==> src/rtl/vend_pkg.sv <==
package vend_pkg;

    localparam int STAT_W = 3;

    localparam logic [STAT_W-1:0] STAT_IDLE = 3'd0;
    localparam logic [STAT_W-1:0] STAT_PART = 3'd1;
    localparam logic [STAT_W-1:0] STAT_PAID = 3'd2;
    localparam logic [STAT_W-1:0] STAT_VEND = 3'd3;
    localparam logic [STAT_W-1:0] STAT_JAM  = 3'd4;

    typedef enum logic [2:0] {
        S_IDLE,
        S_PART,
        S_PAID,
        S_VEND,
        S_JAM
    } vstate_e;

    function automatic logic [STAT_W-1:0] to_status(vstate_e s);
        case (s)
            S_IDLE:  return STAT_IDLE;
            S_PART:  return STAT_PART;
            S_PAID:  return STAT_PAID;
            S_VEND:  return STAT_VEND;
            default: return STAT_JAM;
        endcase
    endfunction

    function automatic logic slot_open(vstate_e s);
        return (s == S_IDLE) || (s == S_PART);
    endfunction

endpackage

==> src/rtl/vend_select_arb.sv <==
module vend_select_arb #(
    parameter int NUM_PROD = 3
) (
    input  logic [NUM_PROD-1:0] sel_i,
    output logic                valid_o,
    output logic [NUM_PROD-1:0] pick_o
);
    logic [NUM_PROD:0] seen;

    assign seen[0] = 1'b0;

    for (genvar i = 0; i < NUM_PROD; i++) begin : g_chain
        assign seen[i+1]  = seen[i] | sel_i[i];
        assign pick_o[i]  = sel_i[i] & ~seen[i];
    end

    assign valid_o = seen[NUM_PROD];
endmodule

==> src/rtl/vend_credit.sv <==
module vend_credit #(
    parameter int COINS_NEEDED = 2
) (
    input  logic clk,
    input  logic rst,
    input  logic clr_i,
    input  logic inc_i,
    output logic last_o
);
    localparam int CW = (COINS_NEEDED > 1) ? $clog2(COINS_NEEDED + 1) : 1;

    logic [CW-1:0] cnt_q;

    always_ff @(posedge clk) begin
        if (rst || clr_i) begin
            cnt_q <= '0;
        end else if (inc_i) begin
            cnt_q <= cnt_q + CW'(1);
        end
    end

    assign last_o = (cnt_q == CW'(COINS_NEEDED - 1));
endmodule

==> src/rtl/vend_ctrl.sv <==
module vend_ctrl
    import vend_pkg::*;
#(
    parameter int COINS_NEEDED = 2,
    parameter int NUM_PROD     = 3
) (
    input  logic                clk,
    input  logic                rst,
    input  logic                coin_i,
    input  logic [NUM_PROD-1:0] sel_i,
    input  logic                taken_i,
    input  logic                stuck_i,
    input  logic                cleared_i,
    output logic [NUM_PROD-1:0] dispense_o,
    output logic                coin_en_o,
    output logic [2:0]          status_o
);
    vstate_e             state_q, state_d;
    logic [NUM_PROD-1:0] disp_q;
    logic [NUM_PROD-1:0] pick;
    logic                pick_valid;
    logic                credit_last;
    logic                credit_inc;
    logic                credit_clr;
    logic                fire;

    vend_select_arb #(.NUM_PROD(NUM_PROD)) u_arb (
        .sel_i   (sel_i),
        .valid_o (pick_valid),
        .pick_o  (pick)
    );

    vend_credit #(.COINS_NEEDED(COINS_NEEDED)) u_credit (
        .clk    (clk),
        .rst    (rst),
        .clr_i  (credit_clr),
        .inc_i  (credit_inc),
        .last_o (credit_last)
    );

    always_comb begin
        state_d    = state_q;
        credit_inc = 1'b0;
        credit_clr = 1'b0;
        fire       = 1'b0;
        if (stuck_i && state_q != S_JAM) begin
            state_d    = S_JAM;
            credit_clr = 1'b1;
        end else begin
            case (state_q)
                S_IDLE, S_PART: begin
                    if (coin_i) begin
                        if (credit_last) begin
                            state_d    = S_PAID;
                            credit_clr = 1'b1;
                        end else begin
                            state_d    = S_PART;
                            credit_inc = 1'b1;
                        end
                    end
                end
                S_PAID: begin
                    if (pick_valid) begin
                        state_d = S_VEND;
                        fire    = 1'b1;
                    end
                end
                S_VEND: begin
                    if (taken_i) state_d = S_IDLE;
                end
                S_JAM: begin
                    if (cleared_i) begin
                        state_d    = S_IDLE;
                        credit_clr = 1'b1;
                    end
                end
                default: state_d = S_IDLE;
            endcase
        end
    end

    always_ff @(posedge clk) begin
        if (rst) begin
            state_q <= S_IDLE;
            disp_q  <= '0;
        end else begin
            state_q <= state_d;
            disp_q  <= fire ? pick : '0;
        end
    end

    assign dispense_o = disp_q;
    assign coin_en_o  = slot_open(state_q);
    assign status_o   = to_status(state_q);
endmodule

==> config.mk <==
export PLATFORM = sky130hd
export DESIGN_NAME = vend_ctrl
export DESIGN_NICKNAME = d
export VERILOG_FILES = /design/src/rtl/vend_pkg.sv /design/src/rtl/vend_select_arb.sv /design/src/rtl/vend_credit.sv /design/src/rtl/vend_ctrl.sv
export SDC_FILE = /design/constraint.sdc
export NUM_CORES = 1
export LEC_CHECK = 0
export BUFFER_PORTS_ARGS = -buffer_cell sky130_fd_sc_hd__buf_2
export CAP_MARGIN = 25
export CORE_AREA = 4 4 41 43
export DETAILED_ROUTE_END_ITERATION = 16
export DIE_AREA = 0 0 45 47
export PLACE_DENSITY = 0.68
export SETUP_SLACK_MARGIN = 0.02
export SYNTH_ARGS = -nofsm -noshare
export SYNTH_HDL_FRONTEND = slang
export SYNTH_SLANG_ARGS = --single-unit
==> constraint.sdc <==
create_clock -name clk -period 3.71 [get_ports clk]
set_input_delay 0.1855 -clock clk [delete_from_list [all_inputs] [get_ports clk]]
set_output_delay 0.1855 -clock clk [all_outputs]
set_load 0.03 [all_outputs]
==> reports/results.ini, run 1 <==
[logic_synthesis]
synth_seq_cells=8
synth.net_count=63
syn_area_per_cell_um2=9.11
synth.mux.area_fraction_pct=2.07
synthArstFlopShare_pct=0
yosys_warnings=0
seq_area_frac_synth_pct=33.2
synth_top_family_by_area=simple AND/OR/NAND/NOR gates
synth-simple-area-share_pct=36.0
syn_inst=53
synth_xor_area_share_pct=1.81
ys.flop_type=dfxtp_1
synthAdderAreaFrac_pct=2.59
synth-edff-count=0
synthDistinctLibCells=30
synth.cell_area_um2=483
synth_compound_area_share_pct=19.4

[setup_path]
cp_data_arrival_time_ps=1730
max_stage_delay_ps=540
crit_chain=or3b_4 -> or2_4 -> nand3_2 -> mux2i_1
crit_path_end_kind=flop
critPathSlowestCell=dfxtp_1
required_ps=3890
rr_startpoint=state_q[2]
cp-startpoint=state_q[2]
cp_max_fo=11
path_class=reg2reg
r2r_slack_ps=2160
crit_path_start_kind=flop

[floorplanning]
core-area_mm2=0.00130
num_rows=13
die_y_um=47
start_util_pct=37.1
die_w_um=45
io_pins=16
die-area_mm2=0.00212

[global_route]
grt_pass1_wl_mm=1.55
track_usage_pct=10.7
antenna_found_initial=0
grt-ovfl-total=0
grt_max_degree=13
first_global_vias=386

[layout]
n_antenna_cell=0
drive_gt1_share_pct=39.7
design_area_um2=579
fill_cells=137
nets=80
area_growth_pct=19.9

[detailed_routing]
first_iter_violations=8
drtPass1Iterations=4
top_layer=met4
wl_per_cell_um=12.0
drtAntennaViolNets=0
wl_met2_um=438
viasPerCell=5.13
vias=426
wl_met1_um=456
finalWirelength_um=994
remaining_drc_errors=0
routed-wl-met3_um=72

[cts]
postCtsSetupBuffers=0
clockRootBuffer=clkbuf_4
cts_made_buffers=3
ctsHoldBuffers=0
cts.sinks=8
htreeDepth=1
cts_max_path_buffers=2
insertion_delay_ps=250
ctsResizeCount=0
cts.clk_slew.worst_paths_ps=50
tritoncts=yes

[min_path]
hold_path_startpoint=rst
min_path_type=in2reg

[timing]
worst_slew_pin_slew_ps=444
fmax_mhz=643
setup_viol=0
setup_tns_ps=0
period_minus_slack_ps=1550
slew_headroom_pct=70.0
finalHoldViolations=0
fin_ws_ps=2160
period_share_pct=41.9
rsz0062_at_grt=no
fin_skew_ps=3.76
slew_violations=0

[outcome]
outcome=finished clean

[place]
io_buffer_count=15
gp_congestion=0.741
pre_cts_slack_ps=2160
dpl.hpwl_um=779
dpl_cell_area_um2=557

[flow_run]
drv_cap=0

[power]
p_per_area_mw_per_mm2=340
peakVddDrop_mv=0.215
leakagePower_nw=0.256

[through the flow]
stage | instances | hold WS (ps) | total power [mW] | util [%]
final | 83 | 164 | 0.197 | 44.5
after global routing | 83 | 173 | 0.205 | 44.5
after CTS | 83 | 154 | 0.200 | 44.5
after detailed placement | 80 | 421 | 0.135 | 42.8
after global placement | 80 | 417 | 0.134 | 42.8
after floorplan | 53 | 254 | 0.123 | -
[worst max-delay path, delay by kind of cell (launching register included)]
family / cells / cell delay (ps)
flip-flops: 1 / 540
AND/OR/NAND/NOR: 3 / 780
multiplexers: 1 / 160
[Yosys cell counts (all sizes together) (2+ instances only)]
library cell / number / area share, %
dfxtp: 8 / 33
nor2: 7 / 5.4
and3: 2 / 2.6
and4b: 2 / 4.1
nand2: 5 / 3.9
buf: 2 / 3.4
o21ai: 2 / 2.8
a21oi: 3 / 3.9
nand2b: 2 / 2.6
nor2b: 3 / 3.9
[logic make-up (layout without fill, tap and decap cells)]
logic type	Yosys count	count (layout)
muxes	1	1
buffers and inverters	4	19
adders and majority gates	1	1
DFF	8	8
xor gates and xnor gates	1	1
AOI/OAI and AO/OA	10	10
and+or+nand+nor	28	28
[power breakdown]
part	switching, mW	internal [mW]
sequential	0.00504	0.0888
clock	0.0272	0.0368
combinational	0.0212	0.0178
[worst paths after layout]
check                                    endpoint  depth (start not counted)
worst max-delay path                   state_q[1]                          4
worst min-delay path                   state_q[0]                          2
worst min register to register  u_credit.cnt_q[1]                          2
worst max register to register         state_q[1]                          4
[cell type report]
type | count | area (um^2) | area share, %
multi-input cells | 41 | 299 | 51.6
flip-flops and latches | 8 | 160 | 27.6
repair buffers | 15 | 75.1 | 13.0
clock buffers | 3 | 22.5 | 3.89
well taps | 15 | 18.8 | 3.24
inverters | 1 | 3.75 | 0.648
[per-layer routing]
layer / vias up / global-route usage (%)
li1: 215 / -
met2: 15 / 17.2
met1: 192 / 10.5
met3: 4 / 4.98
met5: - / 0
met4: 0 / 8.77
[flip-flops by register name, indices dropped and copies added (netlist names)]
register	flops
dispense_o	3
state_q	3
u_credit.cnt_q	2
[cells in the final DEF (no fill, tap or decap), types with 2 or more instances in the layout]
cell type,count
and3_1,2
nor2b_1,3
nor2_1,7
clkbuf_4,3
buf_2,15
and4b_1,2
a21oi_1,2
nand2_1,5
nand2b_1,2
dfxtp_1,8
No activity file was read; power rests on OpenSTA's default activity.
==> run 2: changes to the inputs <==
--- a/config.mk
+++ b/config.mk
@@ -5,12 +5,13 @@
 export SDC_FILE = /design/constraint.sdc
 export NUM_CORES = 1
 export LEC_CHECK = 0
+export ABC_AREA = 1
 export BUFFER_PORTS_ARGS = -buffer_cell sky130_fd_sc_hd__buf_2
 export CAP_MARGIN = 25
 export CORE_AREA = 4 4 41 43
 export DETAILED_ROUTE_END_ITERATION = 16
 export DIE_AREA = 0 0 45 47
-export PLACE_DENSITY = 0.68
+export PLACE_DENSITY = 0.7
 export SETUP_SLACK_MARGIN = 0.02
 export SYNTH_ARGS = -nofsm -noshare
 export SYNTH_HDL_FRONTEND = slang
==> constraint.sdc (replaced) <==
create_clock -name clk -period 1.3 [get_ports clk]
set_input_delay 0.065 -clock clk [delete_from_list [all_inputs] [get_ports clk]]
set_output_delay 0.065 -clock clk [all_outputs]
set_load 0.03 [all_outputs]
==> run 2 against run 1 <==
Effect of this change: global-route usage is 0.82 points higher; first-iteration DRC count is 13% higher; clock skew hardly changed; synthesized cell count is 26% higher; total power grew to 3.1 times the previous value; highest routed layer unchanged; clock power grew to 3.1 times the previous value; sequential cell count stayed put; combinational power grew to 3.7 times the previous value; setup slack worse by 2000 ps; hold slack worse by 120 ps.
==> reports/results.ini, run 2 <==
[outcome]
outcome=finished clean

[logic_synthesis]
synth.net_count=77  ; +22%
ys.flop_type=dfxtp_1
synth_most_common_cell=nand2_1
synthArstFlopShare_pct=0  ; unchanged
yosysTopAreaCellShare_pct=33.2  ; unchanged
synthDistinctLibCells=20  ; -33%
synth_area_leader_cell=dfxtp_1
synth.cell_area_um2=483  ; unchanged
synth-edff-count=0  ; unchanged
seq_area_frac_synth_pct=33.2  ; unchanged
syn_area_per_cell_um2=7.21  ; -21%
yosys_warnings=0  ; unchanged
ys_top_cells_by_count=nand2_1 (13), nor2_1 (10), inv_1 (9)
synth_seq_cells=8  ; unchanged
synthTopCellsByArea=dfxtp_1 (33%), nand2_1 (10%), nor2_1 (7.8%)
syn_inst=67  ; +26%

[floorplanning]
io_pins=16  ; unchanged
die-area_mm2=0.00212  ; unchanged
num_rows=13  ; unchanged
core-area_mm2=0.00130  ; unchanged
die_w_um=45  ; unchanged
start_util_pct=37.1  ; unchanged
die_y_um=47  ; unchanged

[cts]
insertion_delay_ps=260  ; about the same
clockRootBuffer=clkbuf_4
ctsResizeCount=0  ; unchanged
tritoncts=yes
htreeDepth=1  ; unchanged
cts_made_buffers=3  ; unchanged
cts_max_path_buffers=2  ; unchanged
cts.clk_slew.worst_paths_ps=50  ; about the same
postCtsSetupBuffers=0  ; unchanged
ctsHoldBuffers=0  ; unchanged
cts.sinks=8  ; unchanged

[timing]
fin_skew_ps=3.28  ; -0.474 ps
setup_viol=0  ; unchanged
rsz0062_at_grt=no
worst_slew_pin_slew_ps=322  ; -122 ps
slew_headroom_pct=78.5  ; +8.5 points
finalHoldViolations=0  ; unchanged
period_minus_slack_ps=1170  ; -384 ps
period_share_pct=90.1  ; +48 points
fmax_mhz=854  ; +33%
slew_violations=0  ; unchanged
setup_tns_ps=0  ; unchanged

[layout]
fill_cells=148  ; +8.0%
n_antenna_cell=0  ; unchanged
layout_commonest_cell=buf_2
mostFrequentLayoutCells=buf_2 (15), nand2_1 (13), inv_1 (9), nor2_1 (9), dfxtp_1 (7)
register_area_um2=161  ; +0.78%
multiInputGateArea_um2=278  ; -7.1%
design_area_um2=599  ; +3.5%
final_core_util_pct=46.1  ; +1.5 points
area_growth_pct=24.1
nets=96  ; +20%
drive_gt1_share_pct=40.5  ; +0.77 points

[setup_path]
required_ps=1500  ; -2390 ps
crit_path_end_kind=flop
ff2ff_path_depth=7  ; +3
cp_max_fo=4  ; -7
cp_data_arrival_time_ps=1370  ; -360 ps
crit_path_start_kind=flop
path_class=reg2reg

[power]
power_mw=0.607  ; +210%
leakagePower_nw=0.292  ; +14%
p_per_area_mw_per_mm2=1010  ; +200%
peakVddDrop_mv=0.395  ; +84%

[detailed_routing]
vias=458  ; +7.5%
finalWirelength_um=978  ; -1.6%
first_iter_violations=9  ; +1
wl_per_cell_um=9.88  ; -18%
viasPerCell=4.63  ; -9.9%
remaining_drc_errors=0  ; unchanged
drtAntennaViolNets=0  ; unchanged
drtPass1Iterations=4  ; unchanged

[global_route]
track_usage_pct=11.5  ; +0.82 points
grt_pass1_wl_mm=1.61  ; +4.0%
antenna_found_initial=0  ; unchanged
grt_max_degree=8  ; -5
first_global_vias=417  ; +8.0%
grt-ovfl-total=0  ; unchanged

[place]
dpl.hpwl_um=803  ; +3.1%
dpl_cell_area_um2=576  ; +3.4%
gp_congestion=0.744  ; +0.40%
io_buffer_count=15  ; unchanged

[min_path]
holdPathStages=3  ; +1
min_path_type=in2reg

[flow_run]
drv_cap=0  ; unchanged

==> run 2: cell types whose count changed after synthesis, sizes merged, moves of 2 or more <==
cell	change
nand2	+11
nor2	+8
nor2b	-3
inv	+10
nand2b	-2
buf	-2
and4b	-2
a21oi	+2
nand3	+6
and3	-2
==> run 2: per-layer routing <==
layer	vias to the layer above	wire length, um	track usage, %
met2	13	487	17.5
met4	0	31	12.3
met1	197	415	12.2
met3	4	44	3.45
li1	244	-	-
met5	-	0	0
==> run 2: worst max-delay path, stage by stage (launching register included) <==
cell and delay, ps:
dfxtp_1 310, inv_1 60, ha_1 240, nor3_4 230, nand2_1 90, nand2_1 60
nand2_1 60, nor2_2 60
==> run 2: cells by family after synthesis <==
| logic type | synth area share (%) |
|---|---|
| AOI/OAI and AO/OA | 6.99 |
| adders and majority gates | 2.59 |
| buffers and inverters | 9.84 |
| DFF | 33.2 |
| and+or+nand+nor | 47.4 |
==> run 2: path summary, 6_finish.rpt <==
path	start	end	slack, ps
worst max register to register	u_credit.cnt_q[1]	u_credit.cnt_q[1]	130
worst min register to register	u_credit.cnt_q[0]	u_credit.cnt_q[0]	500
worst max-delay path	u_credit.cnt_q[1]	u_credit.cnt_q[1]	130
worst min-delay path	sel_i[2]	dispense_o[2]	50
==> run 2: power breakdown <==
part           total [mW]  internal (mW)  switching, mW
sequential          0.268          0.255         0.0133
clock               0.196          0.106         0.0898
combinational       0.143         0.0535         0.0895
==> run 2: through the flow <==
| step | setup slack, ps | hold slack, ps | std cells |
|---|---|---|---|
| 4_1_cts | 67.0 | 33.5 | 99 |
| 2_1_floorplan | 123 | 134 | 67 |
| 3_3_place_gp | 154 | 307 | 96 |
| 5_1_grt | 49.3 | 36.7 | 99 |
| 6_report | 129 | 45.1 | 99 |
| 3_5_place_dp | 121 | 312 | 96 |
==> run 2: area by class of cell <==
| cell class | count | share of cell area [%] |
|---|---|---|
| clock buffers | 3 | 3.76 |
| flip-flops and latches | 8 | 26.9 |
| well taps | 15 | 3.13 |
| repair buffers | 15 | 12.5 |
| inverters | 11 | 7.31 |
| multi-input cells | 47 | 46.3 |
